File: src/rtl/gpio_pkg.sv
// Package: gpio_pkg
// Shared constants and types for the banked GPIO controller.
// Assumes a 3-bit register address space and byte-wide registers.
package gpio_pkg;
    localparam int ADDR_W = 3;
    localparam int DATA_W = 8;

    localparam logic [ADDR_W-1:0] ADR_A_LO  = 3'd0;
    localparam logic [ADDR_W-1:0] ADR_B_DAT = 3'd1;
    localparam logic [ADDR_W-1:0] ADR_A_HI  = 3'd2;
    localparam logic [ADDR_W-1:0] ADR_B_DIR = 3'd3;
    localparam logic [ADDR_W-1:0] ADR_CTL   = 3'd4;

    localparam int CTL_BANK_BIT = 0;
    localparam int CTL_BPD_BIT  = 1;
    localparam int CTL_BIE_BIT  = 2;

    typedef struct packed {
        logic b_ie;
        logic b_pd;
        logic bank;
    } ctl_t;
endpackage

File: src/rtl/gpio_sync2.sv
// Module: gpio_sync2
// Two-stage synchroniser for W asynchronous pin levels.
// Assumes pins are quasi-static relative to the clock; output lags input by two edges.
module gpio_sync2 #(
    parameter int W = 8
) (
    input  logic         clk,
    input  logic         rst_n,
    input  logic [W-1:0] d_in,
    output logic [W-1:0] q_out
);
    logic [W-1:0] stage1;
    logic [W-1:0] stage2;
    logic [1:0]   warm;

    // Purpose: shift pin levels through two flops.
    always_ff @(posedge clk) begin
        if (!rst_n) begin
            stage1 <= '0;
            stage2 <= '0;
        end else begin
            stage1 <= d_in;
            stage2 <= stage1;
        end
    end

    // Purpose: count cycles since reset so the latency check never looks before reset.
    always_ff @(posedge clk) begin
        if (!rst_n)
            warm <= 2'd0;
        else if (warm != 2'd3)
            warm <= warm + 2'd1;
    end

    assign q_out = stage2;

    // the synchronised value equals the pin level two edges earlier
    p_sync_latency_r8: assert property (@(posedge clk) disable iff (!rst_n)
        (warm >= 2'd2) |-> (q_out == $past(d_in, 2)));
endmodule

File: src/rtl/gpio_port.sv
// Module: gpio_port
// One parallel port: an output latch, a direction register, a pin synchroniser,
// pull-down gating and an interrupt term. PER_PIN selects per-pin enables;
// otherwise bit 0 of each enable vector covers the whole port.
// Assumes the write strobes are single-cycle and are decoded upstream.
module gpio_port #(
    parameter int W       = 8,
    parameter bit PER_PIN = 1'b1
) (
    input  logic         clk,
    input  logic         rst_n,
    input  logic [W-1:0] wr_data,
    input  logic         we_data,
    input  logic         we_dir,
    input  logic [W-1:0] pin_in,
    input  logic [W-1:0] ie_cfg,
    input  logic [W-1:0] pd_cfg,
    output logic [W-1:0] dir_q,
    output logic [W-1:0] latch_q,
    output logic [W-1:0] view,
    output logic [W-1:0] pd_out,
    output logic         irq_term
);
    logic [W-1:0] pin_s;
    logic [W-1:0] ie_eff;
    logic [W-1:0] pd_eff;

    gpio_sync2 #(.W(W)) u_sync (
        .clk   (clk),
        .rst_n (rst_n),
        .d_in  (pin_in),
        .q_out (pin_s)
    );

    // Purpose: choose per-pin or whole-port enable interpretation.
    generate
        if (PER_PIN) begin : g_per_pin
            assign ie_eff = ie_cfg;
            assign pd_eff = pd_cfg;
        end else begin : g_group
            logic [W-2:0] unused_cfg;
            assign unused_cfg = ie_cfg[W-1:1] ^ pd_cfg[W-1:1];
            assign ie_eff = {W{ie_cfg[0]}};
            assign pd_eff = {W{pd_cfg[0]}};
        end
    endgenerate

    // Purpose: hold the output latch.
    always_ff @(posedge clk) begin
        if (!rst_n)
            latch_q <= '0;
        else if (we_data)
            latch_q <= wr_data;
    end

    // Purpose: hold the direction register (1 = output).
    always_ff @(posedge clk) begin
        if (!rst_n)
            dir_q <= '0;
        else if (we_dir)
            dir_q <= wr_data;
    end

    // Purpose: form the read view, pull-downs and the interrupt term.
    always_comb begin
        view     = (latch_q & dir_q) | (pin_s & ~dir_q);
        pd_out   = pd_eff & ~dir_q;
        irq_term = |(ie_eff & ~dir_q & ~pin_s);
    end

    // direction only changes on its own write strobe
    p_dir_hold_r4: assert property (@(posedge clk) disable iff (!rst_n)
        !we_dir |=> $stable(dir_q));

    // the latch only changes on a data write
    p_latch_hold_r5: assert property (@(posedge clk) disable iff (!rst_n)
        !we_data |=> $stable(latch_q));
endmodule

File: src/rtl/gpio_regfile.sv
// Module: gpio_regfile
// Bus decode, control register, port A interrupt/pull-down enable registers,
// and the registered read multiplexer with the bank-dependent mapping.
// Assumes wr_en and rd_en are never high together.
module gpio_regfile
    import gpio_pkg::*;
#(
    parameter int W = 8
) (
    input  logic              clk,
    input  logic              rst_n,
    input  logic [ADDR_W-1:0] addr,
    input  logic [W-1:0]      wr_data,
    input  logic              wr_en,
    input  logic              rd_en,
    input  logic [W-1:0]      a_view,
    input  logic [W-1:0]      a_dir,
    input  logic [W-1:0]      b_view,
    input  logic [W-1:0]      b_dir,
    output logic              we_a_data,
    output logic              we_a_dir,
    output logic              we_b_data,
    output logic              we_b_dir,
    output logic [W-1:0]      a_ie,
    output logic [W-1:0]      a_pd,
    output ctl_t              ctl,
    output logic [W-1:0]      rd_data
);
    localparam int CTL_W = $bits(ctl_t);

    logic         hit_lo;
    logic         hit_hi;
    logic         we_ctl;
    logic         we_a_ie;
    logic         we_a_pd;
    logic [W-1:0] rd_mux;

    // Purpose: decode write strobes, steering the shared slots by bank.
    always_comb begin
        hit_lo    = wr_en && (addr == ADR_A_LO);
        hit_hi    = wr_en && (addr == ADR_A_HI);
        we_a_data = hit_lo && !ctl.bank;
        we_a_dir  = hit_hi && !ctl.bank;
        we_a_ie   = hit_lo &&  ctl.bank;
        we_a_pd   = hit_hi &&  ctl.bank;
        we_b_data = wr_en && (addr == ADR_B_DAT);
        we_b_dir  = wr_en && (addr == ADR_B_DIR);
        we_ctl    = wr_en && (addr == ADR_CTL);
    end

    // Purpose: hold the control register.
    always_ff @(posedge clk) begin
        if (!rst_n)
            ctl <= '0;
        else if (we_ctl)
            ctl <= wr_data[CTL_W-1:0];
    end

    // Purpose: hold the port A interrupt and pull-down enables.
    always_ff @(posedge clk) begin
        if (!rst_n) begin
            a_ie <= '0;
            a_pd <= '0;
        end else begin
            if (we_a_ie) a_ie <= wr_data;
            if (we_a_pd) a_pd <= wr_data;
        end
    end

    // Purpose: select read data by address and bank.
    always_comb begin
        rd_mux = '0;
        case (addr)
            ADR_A_LO:  rd_mux = ctl.bank ? a_ie : a_view;
            ADR_A_HI:  rd_mux = ctl.bank ? a_pd : a_dir;
            ADR_B_DAT: rd_mux = b_view;
            ADR_B_DIR: rd_mux = b_dir;
            ADR_CTL:   rd_mux = {{(W-CTL_W){1'b0}}, ctl};
            default:   rd_mux = '0;
        endcase
    end

    // Purpose: register read data on a read strobe.
    always_ff @(posedge clk) begin
        if (!rst_n)
            rd_data <= '0;
        else if (rd_en)
            rd_data <= rd_mux;
    end

    // read data holds while no read is strobed
    p_rd_hold_r11: assert property (@(posedge clk) disable iff (!rst_n)
        !rd_en |=> $stable(rd_data));

    // unused control bits read back as zero
    p_ctl_upper_r9: assert property (@(posedge clk) disable iff (!rst_n)
        (rd_en && addr == ADR_CTL) |=> (rd_data[W-1:CTL_W] == '0));

    // unused addresses read as zero
    p_unused_rd_r10: assert property (@(posedge clk) disable iff (!rst_n)
        (rd_en && addr > ADR_CTL) |=> (rd_data == '0));

    // a write to an unused address leaves the enables and control alone
    p_unused_wr_r10: assert property (@(posedge clk) disable iff (!rst_n)
        (wr_en && addr > ADR_CTL) |=> ($stable(ctl) && $stable(a_ie) && $stable(a_pd)));
endmodule

File: src/rtl/gpio_bank_ctrl.sv
// Module: gpio_bank_ctrl
// Top level of the banked GPIO controller: port A with per-pin enables,
// port B with whole-port enables from the control register, and one interrupt.
// Assumes a single bus master that never issues a read and a write in the same cycle.
module gpio_bank_ctrl
    import gpio_pkg::*;
(
    input  logic              clk,
    input  logic              rst_n,
    input  logic [ADDR_W-1:0] addr,
    input  logic [DATA_W-1:0] wr_data,
    input  logic              wr_en,
    input  logic              rd_en,
    output logic [DATA_W-1:0] rd_data,
    input  logic [DATA_W-1:0] pa_in,
    output logic [DATA_W-1:0] pa_oe,
    output logic [DATA_W-1:0] pa_out,
    output logic [DATA_W-1:0] pa_pd,
    input  logic [DATA_W-1:0] pb_in,
    output logic [DATA_W-1:0] pb_oe,
    output logic [DATA_W-1:0] pb_out,
    output logic [DATA_W-1:0] pb_pd,
    output logic              irq
);
    logic              we_a_data, we_a_dir, we_b_data, we_b_dir;
    logic [DATA_W-1:0] a_ie, a_pd, a_view, b_view;
    logic [DATA_W-1:0] b_ie_vec, b_pd_vec;
    logic              irq_a, irq_b;
    ctl_t              ctl;

    gpio_regfile #(.W(DATA_W)) u_regs (
        .clk       (clk),
        .rst_n     (rst_n),
        .addr      (addr),
        .wr_data   (wr_data),
        .wr_en     (wr_en),
        .rd_en     (rd_en),
        .a_view    (a_view),
        .a_dir     (pa_oe),
        .b_view    (b_view),
        .b_dir     (pb_oe),
        .we_a_data (we_a_data),
        .we_a_dir  (we_a_dir),
        .we_b_data (we_b_data),
        .we_b_dir  (we_b_dir),
        .a_ie      (a_ie),
        .a_pd      (a_pd),
        .ctl       (ctl),
        .rd_data   (rd_data)
    );

    gpio_port #(.W(DATA_W), .PER_PIN(1'b1)) u_port_a (
        .clk      (clk),
        .rst_n    (rst_n),
        .wr_data  (wr_data),
        .we_data  (we_a_data),
        .we_dir   (we_a_dir),
        .pin_in   (pa_in),
        .ie_cfg   (a_ie),
        .pd_cfg   (a_pd),
        .dir_q    (pa_oe),
        .latch_q  (pa_out),
        .view     (a_view),
        .pd_out   (pa_pd),
        .irq_term (irq_a)
    );

    // Purpose: widen the port B group enables to the port's pin vector.
    always_comb begin
        b_ie_vec = {{(DATA_W-1){1'b0}}, ctl.b_ie};
        b_pd_vec = {{(DATA_W-1){1'b0}}, ctl.b_pd};
    end

    gpio_port #(.W(DATA_W), .PER_PIN(1'b0)) u_port_b (
        .clk      (clk),
        .rst_n    (rst_n),
        .wr_data  (wr_data),
        .we_data  (we_b_data),
        .we_dir   (we_b_dir),
        .pin_in   (pb_in),
        .ie_cfg   (b_ie_vec),
        .pd_cfg   (b_pd_vec),
        .dir_q    (pb_oe),
        .latch_q  (pb_out),
        .view     (b_view),
        .pd_out   (pb_pd),
        .irq_term (irq_b)
    );

    // Purpose: merge the wired-OR interrupt terms.
    assign irq = irq_a | irq_b;

    // the first cycle after reset has all pins as inputs and no interrupt
    p_reset_clear_r1: assert property (@(posedge clk) disable iff (!rst_n)
        $past(!rst_n) |-> (pa_oe == '0 && pb_oe == '0 && pa_pd == '0 && !irq));

    // bank-1 writes to the shared slots leave the port A latch and direction alone
    p_bank1_isolate_r3: assert property (@(posedge clk) disable iff (!rst_n)
        (wr_en && ctl.bank && (addr == ADR_A_LO || addr == ADR_A_HI))
            |=> ($stable(pa_out) && $stable(pa_oe)));

    // bank-0 writes to the shared slots leave the port A enables alone
    p_bank0_isolate_r2: assert property (@(posedge clk) disable iff (!rst_n)
        (wr_en && !ctl.bank && (addr == ADR_A_LO || addr == ADR_A_HI))
            |=> ($stable(a_ie) && $stable(a_pd)));

    // with no interrupt enabled anywhere the request stays low
    p_irq_quiet_r7: assert property (@(posedge clk) disable iff (!rst_n)
        (a_ie == '0 && !ctl.b_ie) |-> !irq);

    // with port B pull-down disabled no port B pull-down is driven
    p_pb_pd_off_r6: assert property (@(posedge clk) disable iff (!rst_n)
        !ctl.b_pd |-> (pb_pd == '0));
endmodule

File: config.mk
export PLATFORM = sky130hd
export DESIGN_NAME = gpio_bank_ctrl
export DESIGN_NICKNAME = d
export VERILOG_FILES = /design/src/rtl/gpio_pkg.sv /design/src/rtl/gpio_sync2.sv /design/src/rtl/gpio_port.sv /design/src/rtl/gpio_regfile.sv /design/src/rtl/gpio_bank_ctrl.sv
export SDC_FILE = /design/constraint.sdc
export NUM_CORES = 1
export LEC_CHECK = 0
export BUFFER_PORTS_ARGS = -buffer_cell sky130_fd_sc_hd__buf_2
export CAP_MARGIN = 40
export CORE_MARGIN = 1
export CORE_UTILIZATION = 49
export DETAILED_ROUTE_END_ITERATION = 10
export PLACE_DENSITY = 0.76
export SLEW_MARGIN = 10
export SYNTH_ARGS = -nofsm -noshare
export SYNTH_HDL_FRONTEND = slang
export SYNTH_SLANG_ARGS = --single-unit
File: constraint.sdc
create_clock -name clk -period 1.5 [get_ports clk]
set_input_delay 0.3 -clock clk [delete_from_list [all_inputs] [get_ports clk]]
set_output_delay 0.3 -clock clk [all_outputs]
set_load 0.02 [all_outputs]
# Word-level counts from Yosys, hierarchy flattened
# Index checks and enable logic that the tools add are counted.
# word_totals
reg_bits,91
output_inout_bits,57
elab_cells,51
in_bits,31
# classes
n_reduce_logical,13
bitwise_logic,17
muxes,3
eq_ne,4
# op_table
operator,n
$and A8 B8 Y8,10
$pmux W8 S5,1
$not A8 Y8,4
$mux W8,2
$or A8 B8 Y8,2
$reduce_or A8 Y1,2
$logic_and A1 B1 Y1,9
$eq A3 B2 Y1 const B,2
$eq A3 B1 Y1 const B,1
$eq A3 B3 Y1 const B,1
$logic_not A3 Y1,1
$logic_not A1 Y1,1
$or A1 B1 Y1,1

# Depth between registers and ports, before layout
# depth
depth_word,5
depth_mapped,6
depth_no_buf,4

# Hierarchy
# From an unflattened synthesis, not the netlist that was laid out.
# hier_totals
hier_cells,381
area_unflattened_um2,3960.0
# modules_own_cells
mod,n_inst,area_per_inst_um2,cells_each,seq_area_each_um2
gpio_regfile,1,1476.4,161,540.5
gpio_sync2,2,446.7,33,320.3
gpio_port at u_port_a,1,807.0,80,320.3
gpio_port at u_port_b,1,773.2,72,320.3
gpio_bank_ctrl,1,10.0,2,0.0

# Worst setup path before layout
# Ideal clock, no wire load.
# synth_path
path_kind,reg2out
from,register u_port_b.dir_q[0]
to,output irq
path_stages_with_launch,4
setup_slack_ps,-44
t_arrival_ps,1244
cell_sequence,dfxtp_1 o22ai_1 o41ai_1 nand4_1
# synth_between
elab_chain_cells,5
# synth_rtl
element,line_no,rtl
"start, declared",gpio_port.sv:18,"output logic [W-1:0] dir_q,"
"start signal, assigned",gpio_port.sv:61,dir_q <= wr_data;
$not A8 Y8,gpio_port.sv:68,irq_term = |(ie_eff & ~dir_q & ~pin_s);
$and A8 B8 Y8 (2 in a row),gpio_port.sv:68,
$reduce_or A8 Y1,gpio_port.sv:68,
$or A1 B1 Y1,gpio_bank_ctrl.sv:91,assign irq = irq_a | irq_b;
"end, declared",gpio_bank_ctrl.sv:23,output logic irq
# Every way passes these cells.

# Worst setup path after layout
# layout_path
from,register u_port_b.u_sync.stage2[7] (netlist: u_port_b.u_sync.q_out[7])
to,output irq
# layout_between
elab_chain_cells,4
# layout_rtl
element,line_no,rtl
"start, declared",gpio_sync2.sv:13,logic [W-1:0] stage2;
"start signal, assigned",gpio_sync2.sv:23,stage2 <= stage1;
$not A8 Y8,gpio_port.sv:68,
$and A8 B8 Y8,gpio_port.sv:68,
$reduce_or A8 Y1,gpio_port.sv:68,
$or A1 B1 Y1,gpio_bank_ctrl.sv:91,
# Every way passes these cells.

==> flow_metrics.py <==
metrics = {
    "hold_path": {
        "hold_depth": 2,
        "hp-class": "in2reg",
        "worstHoldStart": "pb_in[3]",
    },
    "sta": {
        "tightest_slew_ns": 0.400,
        "finalSetupTns_ns": -0.374,
        "fin_crit_sh": 1.25,
        "maxSlewViolCount": 0,
        "fin_ws_ns": -0.374,
        "hold_viol": 0,
        "slew-limit-headroom": 0.732,
        "finClkSkew_ns": 0.00698,
        "fmax_mhz": 534,
        "period_needed_ns": 1.87,
        "rsz0062_at_grt": "yes",
        "final-setup-viol-count": 1,
        "hold_ws_ns": 0.139,
    },
    "worst_setup_path": {
        "cp_cell_sequence": "o22ai_2 -> o41ai_2 -> buf_4 -> nand4_1 -> buf_4",
        "critPathSlowestCell": "dfxtp_2",
        "worstSetupPathType": "reg2out",
        "crit_top_cell": "buf_4",
        "start_kind": "flop",
        "cp_data_arrival_time_ns": 1.57,
        "critPathRequiredTime_ns": 1.20,
        "cp-startpoint": "u_port_b.u_sync.q_out[7]",
        "r2r_cells": 5,
        "rr_startpoint": "u_port_b.dir_q[7]",
        "crit_fanout": 2,
        "cp_slowest_stage_delay_ns": 0.36,
        "reg2reg_setup_slack_ns": 0.10,
        "cp-end-kind": "output port",
    },
    "power_and_ir_drop": {
        "switching_power_uw": 1110,
        "leakage_uw": 0.00196,
        "p_seq_frac": 0.553,
        "p_sw_frac": 0.246,
        "power.internal_uw": 3420,
        "p_total_uw": 4540,
        "combPwrFrac": 0.089,
        "peakVddDrop_mv": 0.483,
        "pwr-share-clk": 0.358,
        "p_per_area_mw_per_mm2": 930,
    },
    "flow_run": {
        "maxCapViolations": 0,
    },
    "run_status": {
        "violations": "negative setup slack",
        "status": "finished, violations left",
    },
    "placed_design": {
        "place_area_mm2": 0.00465,
        "hpwl_um": 7130,
        "place_inst": 628,
        "io_buffers": 87,
        "gp_congestion": 0.894,
    },
    "cts": {
        "cts_buffer_depth": 2,
        "clk_pin_slew_worst_paths_ns": 0.08,
        "clock-sinks": 91,
        "cts_tree": "built",
        "clk_latency_ns": 0.36,
        "postCtsSetupBuffers": 0,
        "htreeDepth": 3,
        "cts_buffers": 9,
        "clockRootBuffer": "clkbuf_8",
    },
    "floorplan": {
        "dieWidth_um": 91.6,
        "die_y_um": 91.6,
        "ios": 88,
        "start_util": 0.509,
        "core_mm2": 0.00773,
        "placementRows": 32,
        "die_area_mm2": 0.00839,
    },
    "logic_synthesis": {
        "synth_top_area_frac": 0.463,
        "yosys-top-cells-area": "dfxtp_1 46%, mux2i_1 8.4%, nor2b_1 7.3%, a21boi_0 6.1%, nand2_1 5.8%",
        "ys_seq_elements": 91,
        "synth_top_cell_by_area": "dfxtp_1",
        "ys_types": 31,
        "synth_nets": 467,
        "yosysWarnings": 0,
        "netlist_instances": 436,
        "syn-cell-area_mm2": 0.00393,
        "syn_avg_cell_area_um2": 9.02,
        "ys_seq_area_frac": 0.463,
    },
    "drt": {
        "vias": 3418,
        "drt_iter0_drc": 227,
        "drt_first_pass_iters": 4,
        "drc_errors": 0,
        "vias_per_cell": 5.31,
        "postRouteWirelength_um": 9970,
        "wl_per_cell_um": 15.5,
        "drt.antenna.violating_nets": 0,
    },
    "global_routing": {
        "grt_usage": 0.248,
        "grt_start_max_net_pins": 92,
        "grt_pass1_vias": 3194,
        "antenna_found_initial": 0,
        "grt_overflow": 0,
        "grt_pass1_wl_um": 16000,
    },
    "finish": {
        "fin_nets": 568,
        "syn_to_final_growth_pct": 24.0,
        "fin_area_mm2": 0.00488,
        "regArea_mm2": 0.00184,
        "fin_cells": 644,
        "num-fill-cells": 670,
        "diodes": 0,
        "drive_above_1_share": 0.297,
        "multi_input_area_mm2": 0.00200,
    },
}
==> placed cells by master, fill, tap and decap left out, types with 2 or more instances in the layout <==
| cell type | count |
|---|---|
| a311oi_1 | 3 |
| o22ai_1 | 2 |
| clkbuf_1 | 3 |
| dfxtp_2 | 12 |
| or3b_2 | 5 |
| o22ai_2 | 2 |
| nor2b_1 | 46 |
| o21ai_0 | 25 |
| and2_1 | 33 |
| a22oi_1 | 5 |
| dfxtp_1 | 78 |
| buf_12 | 4 |
| and3_1 | 4 |
| nand2_1 | 61 |
| clkbuf_8 | 9 |
| buf_4 | 28 |
| mux2_2 | 5 |
| mux2i_1 | 33 |
| a21oi_1 | 23 |
| nor3_1 | 3 |
| nor2_1 | 8 |
| buf_2 | 86 |
| a21boi_0 | 32 |
| nand3_1 | 17 |
==> final cells by class <==
cell class              instances  area share
repair buffers                118       0.148
flip-flops and latches         91       0.377
clock inverters                 4      0.0105
clock buffers                  12      0.0277
multi-input cells             317       0.411
well taps                     102      0.0262
==> layer usage <==
layer / global-route usage / part of all wire / up-vias
li1: - / - / 1687
met1: 0.326 / 0.46 / 1612
met2: 0.400 / 0.47 / 102
met3: 0.0436 / 0.053 / 17
met4: 0.102 / 0.019 / 0
met5: 0 / 0 / -
==> state kept, by name (all words and copies together) (netlist names), 8 cells and up <==
name and cells:
u_port_b.latch_q 8, u_port_b.u_sync.stage1 8, u_regs.rd_data 8, u_port_a.u_sync.stage1 8, u_regs.a_pd 8, u_port_a.dir_q 8
u_port_a.u_sync.q_out 8, u_port_a.latch_q 8, u_port_b.dir_q 8, u_port_b.u_sync.q_out 8, u_regs.a_ie 8
==> synthesized netlist by cell type (all sizes together) <==
cell,count
mux2i,33
a21oi,23
nor2,8
o22ai,4
a21boi,32
nor2b,46
nor3,4
dfxtp,91
nand2b,1
nor3b,3
a311oi,3
and2,33
a211oi,1
nand2,61
nand3b,1
o41ai,1
a22o,1
and3,4
o21ai,25
or3b,5
mux2,5
nand4,1
a22oi,5
nand3,17
buf,14
clkbuf,14
==> final timing paths <==
kind	to
min	u_port_b.u_sync.stage1[3]
max reg2reg	u_regs.rd_data[7]
max	irq
min reg2reg	u_port_a.u_sync.q_out[3]
==> worst max-delay path, delay by kind of cell (launching register included) <==
| family | cells | cell delay [ns] |
|---|---|---|
| DFF | 1 | 0.36 |
| and+or+nand+nor | 1 | 0.08 |
| buffers and inverters | 2 | 0.35 |
| AOI/OAI and AO/OA | 2 | 0.43 |
==> power groups by stage <==
stage | registers (uW) | clock network, uW | logic (uW)
floorplan | 2580 | 0 | 202
finish | 2510 | 1620 | 405
global placement | 2560 | 0 | 393
detailed placement | 2560 | 0 | 401
global route | 2520 | 1770 | 441
CTS | 2510 | 1640 | 405
==> per-stage QoR <==
stage | setup WS, ns | util
after floorplan | 0.00382 | -
after CTS | -0.385 | 0.629
after detailed placement | -0.0992 | 0.602
after global routing | -0.439 | 0.631
after global placement | -0.0521 | 0.602
final | -0.374 | 0.631
==> logic make-up after synthesis <==
| kind of cell | count (synthesis) | synth area share |
|---|---|---|
| simple gates | 184 | 0.254 |
| buf+inv | 28 | 0.0340 |
| flops | 91 | 0.463 |
| mux | 38 | 0.0983 |
| compound gates | 95 | 0.151 |
==> repair_timing <==
action | CTS | global route
endpoints found under the hold margin | 0 | 0
gates resized for setup | 8 | 8
pin swaps | 1 | 1
setup endpoints to repair | 9 | 2
hold buffers | 0 | 0
No activity file was read; power rests on OpenSTA's default activity.
